### config.mk
export PLATFORM = sky130hd
export DESIGN_NAME = qirq_top
export DESIGN_NICKNAME = d
export VERILOG_FILES = /design/src/rtl/qirq_pkg.sv /design/src/rtl/qirq_srcmux.sv /design/src/rtl/qirq_regctl.sv /design/src/rtl/qirq_datapath.sv /design/src/rtl/qirq_top.sv
export SDC_FILE = /design/constraint.sdc
export NUM_CORES = 1
export LEC_CHECK = 0
export BUFFER_PORTS_ARGS = -buffer_cell sky130_fd_sc_hd__buf_2
export CAP_MARGIN = 10
export CORE_UTILIZATION = 40
export DETAILED_ROUTE_END_ITERATION = 8
export MAX_ROUTING_LAYER = met4
export PLACE_DENSITY = 0.67
export SLEW_MARGIN = 5
export SYNTH_ARGS = -nofsm -noshare
export SYNTH_HDL_FRONTEND = slang
export SYNTH_SLANG_ARGS = --single-unit
### constraint.sdc
create_clock -name clk -period 1.8 [get_ports clk]
set_clock_uncertainty 0.1 [all_clocks]
set_input_delay 0.27 -clock clk [delete_from_list [all_inputs] [get_ports clk]]
set_output_delay 0.27 -clock clk [all_outputs]
set_load 0.02 [all_outputs]
### src/rtl/qirq_pkg.sv
package qirq_pkg;

  localparam int ADDR_W    = 4;
  localparam int DATA_W    = 32;
  localparam int SEL_W     = 4;
  localparam int Q_PER_SEL = DATA_W / SEL_W;
  localparam int SIDX_W    = 3;

  localparam logic [ADDR_W-1:0] ADDR_EN_LOW  = 4'h8;
  localparam logic [ADDR_W-1:0] ADDR_EN_UPP  = 4'h9;
  localparam logic [ADDR_W-1:0] ADDR_INT_LOW = 4'hA;
  localparam logic [ADDR_W-1:0] ADDR_INT_UPP = 4'hB;

  // flag chosen by the low two bits of a select field
  typedef enum logic [1:0] {
    SRC_EMPTY      = 2'd0,
    SRC_NEAR_EMPTY = 2'd1,
    SRC_NEAR_FULL  = 2'd2,
    SRC_FULL       = 2'd3
  } srcFlag_e;

  // strobes from the register decoder into the datapath
  typedef struct packed {
    logic              selWr;
    logic [SIDX_W-1:0] selIdx;
    logic              enLowWr;
    logic              enUppWr;
    logic              clrLowWr;
    logic              clrUppWr;
  } ctrlStrobe_t;

endpackage

### src/rtl/qirq_srcmux.sv
module qirq_srcmux
  import qirq_pkg::*;
(
  input  logic [2:0] srcSel,
  input  logic       empty,
  input  logic       nearEmpty,
  input  logic       nearFull,
  input  logic       full,
  output logic       cond
);

  srcFlag_e pick;
  logic     raw;

  always_comb begin
    pick = srcFlag_e'(srcSel[1:0]);
    unique case (pick)
      SRC_EMPTY:      raw = empty;
      SRC_NEAR_EMPTY: raw = nearEmpty;
      SRC_NEAR_FULL:  raw = nearFull;
      SRC_FULL:       raw = full;
      default:        raw = 1'b0;
    endcase
    cond = raw ^ srcSel[2];
  end

endmodule

### src/rtl/qirq_regctl.sv
module qirq_regctl
  import qirq_pkg::*;
#(
  parameter int LOW_Q = 32,
  parameter int UPP_Q = 32
) (
  input  logic                   regWrEn,
  input  logic [ADDR_W-1:0]      regAddr,
  input  logic [LOW_Q*SEL_W-1:0] selFlat,
  input  logic [LOW_Q-1:0]       enLow,
  input  logic [UPP_Q-1:0]       enUpp,
  input  logic [LOW_Q-1:0]       intLow,
  input  logic [UPP_Q-1:0]       intUpp,
  output ctrlStrobe_t            strobe,
  output logic [DATA_W-1:0]      regRdData
);

  localparam int SEL_REGS = LOW_Q / Q_PER_SEL;
  localparam int RIDX_W   = (SEL_REGS > 1) ? $clog2(SEL_REGS) : 1;

  logic                   inSelSpace;
  logic [DATA_W-1:0]      selWords [SEL_REGS];
  logic [SIDX_W-1:0]      wordIdx;

  assign wordIdx    = regAddr[SIDX_W-1:0];
  assign inSelSpace = !regAddr[ADDR_W-1] && (int'(wordIdx) < SEL_REGS);

  for (genvar r = 0; r < SEL_REGS; r++) begin : gWord
    assign selWords[r] = selFlat[r*DATA_W +: DATA_W];
  end

  always_comb begin
    strobe          = '0;
    strobe.selWr    = regWrEn && inSelSpace;
    strobe.selIdx   = wordIdx;
    strobe.enLowWr  = regWrEn && (regAddr == ADDR_EN_LOW);
    strobe.enUppWr  = regWrEn && (regAddr == ADDR_EN_UPP);
    strobe.clrLowWr = regWrEn && (regAddr == ADDR_INT_LOW);
    strobe.clrUppWr = regWrEn && (regAddr == ADDR_INT_UPP);
  end

  always_comb begin
    regRdData = '0;
    if (inSelSpace) begin
      regRdData = selWords[wordIdx[RIDX_W-1:0]];
    end else begin
      case (regAddr)
        ADDR_EN_LOW:  regRdData = DATA_W'(enLow);
        ADDR_EN_UPP:  regRdData = DATA_W'(enUpp);
        ADDR_INT_LOW: regRdData = DATA_W'(intLow);
        ADDR_INT_UPP: regRdData = DATA_W'(intUpp);
        default:      regRdData = '0;
      endcase
    end
  end

endmodule

### src/rtl/qirq_datapath.sv
module qirq_datapath
  import qirq_pkg::*;
#(
  parameter int LOW_Q = 32,
  parameter int UPP_Q = 32
) (
  input  logic                   clk,
  input  logic                   rstN,
  input  ctrlStrobe_t            strobe,
  input  logic [DATA_W-1:0]      wrData,
  input  logic [LOW_Q-1:0]       lowEmpty,
  input  logic [LOW_Q-1:0]       lowNearEmpty,
  input  logic [LOW_Q-1:0]       lowNearFull,
  input  logic [LOW_Q-1:0]       lowFull,
  input  logic [UPP_Q-1:0]       uppNearEmpty,
  output logic [LOW_Q*SEL_W-1:0] selFlat,
  output logic [LOW_Q-1:0]       enLow,
  output logic [UPP_Q-1:0]       enUpp,
  output logic [LOW_Q-1:0]       intLow,
  output logic [UPP_Q-1:0]       intUpp,
  output logic                   irq
);

  logic [LOW_Q-1:0] condLow;
  logic [LOW_Q-1:0] prevLow;
  logic [UPP_Q-1:0] prevUpp;
  logic [LOW_Q-1:0] evtLow;
  logic [UPP_Q-1:0] evtUpp;
  logic [LOW_Q-1:0] clrLow;
  logic [UPP_Q-1:0] clrUpp;

  // one select field and one condition mux per lower queue
  for (genvar q = 0; q < LOW_Q; q++) begin : gQ
    localparam int WORD = q / Q_PER_SEL;
    localparam int LANE = q % Q_PER_SEL;
    logic [SEL_W-1:0] selQ;

    always_ff @(posedge clk or negedge rstN) begin
      if (!rstN) begin
        selQ <= '0;
      end else if (strobe.selWr && (strobe.selIdx == SIDX_W'(WORD))) begin
        selQ <= wrData[LANE*SEL_W +: SEL_W];
      end
    end

    assign selFlat[q*SEL_W +: SEL_W] = selQ;

    qirq_srcmux uMux (
      .srcSel    (selQ[2:0]),
      .empty     (lowEmpty[q]),
      .nearEmpty (lowNearEmpty[q]),
      .nearFull  (lowNearFull[q]),
      .full      (lowFull[q]),
      .cond      (condLow[q])
    );
  end

  always_comb begin
    evtLow = enLow & condLow & ~prevLow;
    evtUpp = enUpp & uppNearEmpty & ~prevUpp;
    clrLow = strobe.clrLowWr ? wrData[LOW_Q-1:0] : '0;
    clrUpp = strobe.clrUppWr ? wrData[UPP_Q-1:0] : '0;
  end

  always_ff @(posedge clk or negedge rstN) begin
    if (!rstN) begin
      enLow   <= '0;
      enUpp   <= '0;
      intLow  <= '0;
      intUpp  <= '0;
      prevLow <= '0;
      prevUpp <= '0;
    end else begin
      if (strobe.enLowWr) enLow <= wrData[LOW_Q-1:0];
      if (strobe.enUppWr) enUpp <= wrData[UPP_Q-1:0];
      // a new event overrides a clear of the same bit
      intLow  <= (intLow & ~clrLow) | evtLow;
      intUpp  <= (intUpp & ~clrUpp) | evtUpp;
      prevLow <= condLow;
      prevUpp <= uppNearEmpty;
    end
  end

  assign irq = (|(intLow & enLow)) | (|(intUpp & enUpp));

endmodule

### src/rtl/qirq_top.sv
module qirq_top
  import qirq_pkg::*;
#(
  parameter int LOW_Q = 32,
  parameter int UPP_Q = 32
) (
  input  logic              clk,
  input  logic              rstN,
  input  logic              regWrEn,
  input  logic [ADDR_W-1:0] regAddr,
  input  logic [DATA_W-1:0] regWrData,
  output logic [DATA_W-1:0] regRdData,
  input  logic [LOW_Q-1:0]  lowEmpty,
  input  logic [LOW_Q-1:0]  lowNearEmpty,
  input  logic [LOW_Q-1:0]  lowNearFull,
  input  logic [LOW_Q-1:0]  lowFull,
  input  logic [UPP_Q-1:0]  uppNearEmpty,
  output logic              irq
);

  ctrlStrobe_t            strobe;
  logic [LOW_Q*SEL_W-1:0] selFlat;
  logic [LOW_Q-1:0]       enLow;
  logic [UPP_Q-1:0]       enUpp;
  logic [LOW_Q-1:0]       intLow;
  logic [UPP_Q-1:0]       intUpp;

  qirq_regctl #(.LOW_Q(LOW_Q), .UPP_Q(UPP_Q)) uCtl (
    .regWrEn   (regWrEn),
    .regAddr   (regAddr),
    .selFlat   (selFlat),
    .enLow     (enLow),
    .enUpp     (enUpp),
    .intLow    (intLow),
    .intUpp    (intUpp),
    .strobe    (strobe),
    .regRdData (regRdData)
  );

  qirq_datapath #(.LOW_Q(LOW_Q), .UPP_Q(UPP_Q)) uDp (
    .clk          (clk),
    .rstN         (rstN),
    .strobe       (strobe),
    .wrData       (regWrData),
    .lowEmpty     (lowEmpty),
    .lowNearEmpty (lowNearEmpty),
    .lowNearFull  (lowNearFull),
    .lowFull      (lowFull),
    .uppNearEmpty (uppNearEmpty),
    .selFlat      (selFlat),
    .enLow        (enLow),
    .enUpp        (enUpp),
    .intLow       (intLow),
    .intUpp       (intUpp),
    .irq          (irq)
  );

endmodule

* Word-level counts from Yosys, hierarchy flattened *
Index checks and enable logic that the tools add are counted.

storage, ports and cells
  flip-flop bits (word level) = 320
  output and inout bits = 33
  logic and storage cells = 276

operators by class
  magnitude comparators = 2
  equality and inequality tests = 103
  muxes and demuxes = 39
  bitwise logic cells = 48
  reduce and logical (&&, ||, !) cells = 46

operator list
  operator                                                         count
  32-bit bitwise AND                                               8
  32-bit 2-to-1 mux                                                5
  2-bit == test, second input constant                             64
  32-bit NOT                                                       4
  1-bit case mux with 4 select lines                               32
  32-bit case mux with 4 select lines                              1
  32-bit binary-select mux with 2-bit select                       1
  2-bit by 1-bit == test with 1-bit output, second input constant  32
  2-bit logical NOT                                                32
  32-bit OR                                                        2
  32-bit OR reduction                                              2
  1-bit XOR                                                        32
  4-bit == test, second input constant                             4
  1-bit logical AND                                                10
  3-bit by 2-bit == test with 1-bit output, second input constant  2
  3-bit by 1-bit == test with 1-bit output, second input constant  1
  3-bit greater-or-equal comparator, second input constant         1
  3-bit logical NOT                                                1
  3-bit less-than comparator, second input constant                1
  2-bit NOT with 3-bit output                                      1
  1-bit logical NOT                                                1
  1-bit OR                                                         1

* Depth between registers and ports, before layout *
  depth after elaboration = 6
  depth in mapped cells = 7
  depth with buffers taken out = 4

* Cells and area by module *
Synthesis repeated with hierarchy kept, for this count alone.

unflattened totals
  cell total of the unflattened synthesis = 1138
  area, all modules = 14879.3 um2

modules (own cells, without submodules)
  module         instances  cells each  area each (um2)  sequential area each (um2)
  qirq_datapath  1          837         11771.3          8007.7
  qirq_regctl    1          237         2107.0           0.0
  qirq_srcmux    32         2           31.3             0.0

* Worst setup path after synthesis *
Ideal clock, no wire load.

  path type = register to output
  start = register uDp.enLow[27]
  end = output irq
  data arrival time = 1539 ps
  required time = 1430 ps
  slack = -109 ps
  cell stages (with the launch flop) = 5
  path buffers = 0
  cells stage by stage = dfrtp_1 > a22o_1 > a221oi_1 > nand4_1 > or4_1

on the way
  cells in the longest elaborated chain, start to end = 3

RTL lines
  element                   RTL line             text
  start: declaration        qirq_datapath.sv:17  output logic [LOW_Q-1:0] enLow,
  start signal: assignment  qirq_datapath.sv:74  if (strobe.enLowWr) enLow <= wrData[LOW_Q-1:0];
  32-bit bitwise AND        qirq_datapath.sv:84  assign irq = (|(intLow & enLow)) | (|(intUpp & enUpp));
  32-bit OR reduction       qirq_datapath.sv:84
  1-bit OR                  qirq_datapath.sv:84
  end: declaration          qirq_top.sv:18       output logic irq

No other way between the ends.

* Final worst setup path *
  start = register uDp.intUpp[10]
  end = output irq

on the way
  cells in the longest elaborated chain, start to end = 3

RTL lines
  element                   RTL line             text
  start: declaration        qirq_datapath.sv:20  output logic [UPP_Q-1:0] intUpp,
  start signal: assignment  qirq_datapath.sv:78  intUpp <= (intUpp & ~clrUpp) | evtUpp;
  32-bit bitwise AND        qirq_datapath.sv:84
  32-bit OR reduction       qirq_datapath.sv:84
  1-bit OR                  qirq_datapath.sv:84

No other way between the ends.

==> PnR_summary.wiki <==
{| class="wikitable"
! Metric !! Value
|-
| Run status || complete, but fails checks
|-
| Violations in the final reports || design-rule violations, negative setup slack
|-
| Syn-to-layout area delta || 41.36%
|-
| Ratio of cells with drive above 1 in the final layout || 56.99%
|-
| PnR Total Power || 25.21 mW
|-
| Total congestion overflow after global routing || 0
|-
| Post-layout instance area || 0.02061 mm²
|-
| Proportion of total power due to net switching || 29.95%
|-
| Proportion of power drawn by flip-flops and latches || 40.7%
|-
| # H-tree levels || 2
|-
| Final hold vios || 0
|-
| Async set-or-reset flop fraction in the synthesized netlist || 100.0%
|-
| Clock-pin slew on the worst setup and hold paths || 0.06 ns
|-
| Placement Rows || 69
|-
| TritonCTS clock tree || done
|-
| Hold Slack || 0.01876 ns
|-
| Primary flip-flop cell chosen by synthesis mapping || sky130_fd_sc_hd__dfrtp_1
|-
| Global-route wire length before repair || 70.64 mm
|-
| Data arrival time of the critical path || 2.32 ns
|-
| Slew at the pin closest to its max-slew limit || 0.4286 ns
|-
| Final Max Slew Viols || 0
|-
| Fmax || 0.3712 GHz
|-
| Internal cell power || 17.66 mW
|-
| Net count after synthesis || 1232
|-
| Slew margin rel. || 71.43%
|-
| Die boundary height || 192.9 µm
|-
| Power share of the clock group || 26.7%
|-
| CORE AREA || 0.03574 mm²
|-
| Number of antenna violations at the first check in global routing || 2
|-
| Type of the setup path with the least slack || flop to output port
|-
| Initial drt markers || 818
|-
| Placer's final routability congestion estimate || 0.9357
|-
| Number of buffers created by CTS || 35
|-
| MaxCap Viol Count || 0
|-
| Setup crit end kind || output port
|-
| Post-DR wirelength/cell || 22.73 µm
|-
| Leading post-synthesis cells by cell area || sky130_fd_sc_hd__dfrtp_1 55%, sky130_fd_sc_hd__mux2_2 12%, sky130_fd_sc_hd__mux4_2 9.9%
|-
| Number of buffer and inverter stages on the critical path || 1
|-
| Gate count after technology mapping || 1033
|-
| Average via count per standard cell || 5.591
|-
| Post-Synthesis Cell Area || 0.01458 mm²
|-
| Clock sink count || 320
|-
| Required time at the worst-slack endpoint || 1.43 ns
|-
| Final-report setup violation count || 37
|-
| Critical path startpoint category || flop
|-
| #FFs+latches synth || 320
|-
| Part of the cycle the worst path needs || 149.7%
|-
| Total half-perimeter wirelength after legalization and detailed placement || 33.24 mm
|-
| Number of nets in the layout || 1762
|-
| Effective utilization at floorplan || 40.79%
|-
| VDD IR-drop max || 684.9 µV
|-
| Number of distinct library cells after synthesis || 31
|-
| CP max stage cell || sky130_fd_sc_hd__or4_4
|-
| Pin count of the biggest net entering global routing || 50
|-
| Unrepaired setup endpoints after global routing || true
|-
| CP Cell Sequence || a22o_4 -> a221oi_4 -> nand4_1 -> or4_4 -> buf_6
|-
| Area leader, netlist || sky130_fd_sc_hd__dfrtp_1
|-
| Placed Instances || 1863
|-
| DIE AREA || 0.03721 mm²
|-
| Maximum root-to-sink buffer count || 3
|-
| Final period demand of the worst path || 2.694 ns
|-
| Avg Inst Size Synth || 14.11 µm²
|-
| Top-area cell type share of the netlist area || 54.93%
|-
| Post-synth EDFFs || 0
|-
| I/O Pins || 232
|-
| Min-delay worst type || primary input to flop
|-
| Global routing usage summed across all routing layers || 26.11%
|-
| Chip Width || 192.9 µm
|-
| Yosys Warn Count || 0
|-
| Worst Slack Setup Final || -0.8943 ns
|-
| Count of unresolved DRC violations after routing || 22
|-
| Total via count after detailed routing || 11.47k
|-
| Combinational fraction of design power || 32.6%
|-
| Core utilization of the finished layout || 57.66%
|-
| Number of nets still failing antenna checks after routing || 0
|-
| Via count of the first global-routing pass || 11.99k
|-
| Routed Wire Length || 46.63 mm
|-
| Root buffer selected by CTS || sky130_fd_sc_hd__clkbuf_16
|-
| Worst Setup Slack post-DPL || -0.5337 ns
|-
| Total negative slack for setup checks || -9.580 ns
|-
| Largest stage delay on the critical path || 0.58 ns
|-
| Crit Path Max Fanout || 2
|-
| Net switching power || 7.550 mW
|-
| Clock latency on the worst-skew pair || 0.51 ns
|-
| Port Buf Inserts || 231
|-
| Top delay family on crit path || simple AND/OR/NAND/NOR gates
|-
| Post-synthesis sequential area ratio || 54.93%
|-
| First-pass iteration count of the detailed router || 7
|-
| Pwr dens || 1223 mW/mm²
|-
| Placed cell area || 0.01786 mm²
|-
| Static Leak || 9.543 nW
|-
| Final standard cell count with taps included and fillers excluded || 2051
|}
[metal layers]
metal / track usage [%] / vias up / wire length [µm]
met4: 6.160 / 0 / 847
met3: 3.619 / 68 / 2934
met5: - / - / 0
met2: 42.53 / 460 / 23480
li1: - / 4980 / -
met1: 34.63 / 5959 / 19370
[cell usage in the layout (no fill, tap or decap), drive strengths merged]
| master | instances |
|---|---|
| nor4b | 1 |
| and4b | 1 |
| dlygate4sd3 | 33 |
| mux4 | 64 |
| a22o | 16 |
| nand4b | 2 |
| a22oi | 64 |
| o2bb2ai | 26 |
| diode | 2 |
| buf | 514 |
| a221oi | 16 |
| nor4bb | 1 |
| nand3 | 33 |
| dfrtp | 320 |
| clkinv | 4 |
| or4 | 1 |
| clkinvlp | 2 |
| inv | 39 |
| a32o | 38 |
| mux2 | 192 |
| and4bb | 1 |
| nand2 | 124 |
| clkbuf | 55 |
| xor2 | 32 |
| and2 | 2 |
| nand4 | 4 |
| nor2 | 2 |
| and4 | 1 |
[logic make-up (layout without fill, tap and decap cells)]
family	after synthesis	in the layout	synth area share, %
flops	320	320	54.93
xor+xnor	32	32	1.923
mux	256	256	25.49
other cells	0	2	0
simple gates	173	173	5.287
compound gates	160	160	9.390
buf+inv	92	647	2.978
[path summary, 6_finish.rpt]
kind,startpoint,to,depth (start not counted),slack [ns]
worst max register to register,uDp.gQ[4].selQ[0],uDp.intLow[4],6,-0.06
worst min register to register,uDp.prevUpp[23],uDp.intUpp[23],1,0.31
worst min-delay path,regWrData[3],uDp.gQ[0].selQ[3],2,0.02
max in group asynchronous,rstN,uDp.prevLow[29],3,0.77
min in group asynchronous,rstN,uDp.gQ[16].selQ[0],2,0.17
worst max-delay path,uDp.intUpp[10],irq,5,-0.89
[Yosys cell counts (2+ instances only)]
library cell / count
sky130_fd_sc_hd__dfrtp_1: 320
sky130_fd_sc_hd__xor2_1: 32
sky130_fd_sc_hd__and2_1: 2
sky130_fd_sc_hd__a22oi_1: 64
sky130_fd_sc_hd__o2bb2ai_1: 26
sky130_fd_sc_hd__nand4b_1: 2
sky130_fd_sc_hd__buf_4: 11
sky130_fd_sc_hd__mux2_2: 161
sky130_fd_sc_hd__mux4_2: 64
sky130_fd_sc_hd__buf_2: 19
sky130_fd_sc_hd__buf_6: 3
sky130_fd_sc_hd__inv_1: 38
sky130_fd_sc_hd__a22o_1: 16
sky130_fd_sc_hd__mux2_4: 30
sky130_fd_sc_hd__clkbuf_1: 20
sky130_fd_sc_hd__nand3_1: 33
sky130_fd_sc_hd__a221oi_1: 16
sky130_fd_sc_hd__a32o_1: 38
sky130_fd_sc_hd__nand2_1: 123
sky130_fd_sc_hd__nand4_1: 4
[sequential cells by signal, summed over array words and instances, names as in the netlist]
| name | cells |
|---|---|
| uDp.enLow | 32 |
| uDp.enUpp | 32 |
| uDp.gQ.selQ | 128 |
| uDp.intLow | 32 |
| uDp.prevUpp | 32 |
| uDp.intUpp | 32 |
| uDp.prevLow | 32 |
[final cells by class]
class	count	area [µm²]
Antenna cell	2	5.005
Clock buffer	55	1011
Clock inverter	7	43.79
Fill cell	2880	15130
Inverter	38	142.6
Multi-Input combinational cell	621	6614
Sequential cell	320	8009
Tap cell	461	576.8
Timing Repair Buffer	547	4205
[power by group through the flow]
stage	sequential (mW)	combinational, mW	clock, mW
after floorplan	10.2	3.25	0
after global placement	10.4	6.57	0
after detailed placement	10.5	6.69	0
after CTS	10.2	7.96	6.81
after global routing	10.4	8.70	7.11
final	10.2	8.23	6.73
[timing repair]
action,CTS,global route
pin swaps,20,14
hold endpoints to repair,361,0
endpoints found under the setup margin,33,39
hold buffers,33,0
setup buffers,79,19
gates resized for setup,132,30
No activity file was read; power rests on OpenSTA's default activity.
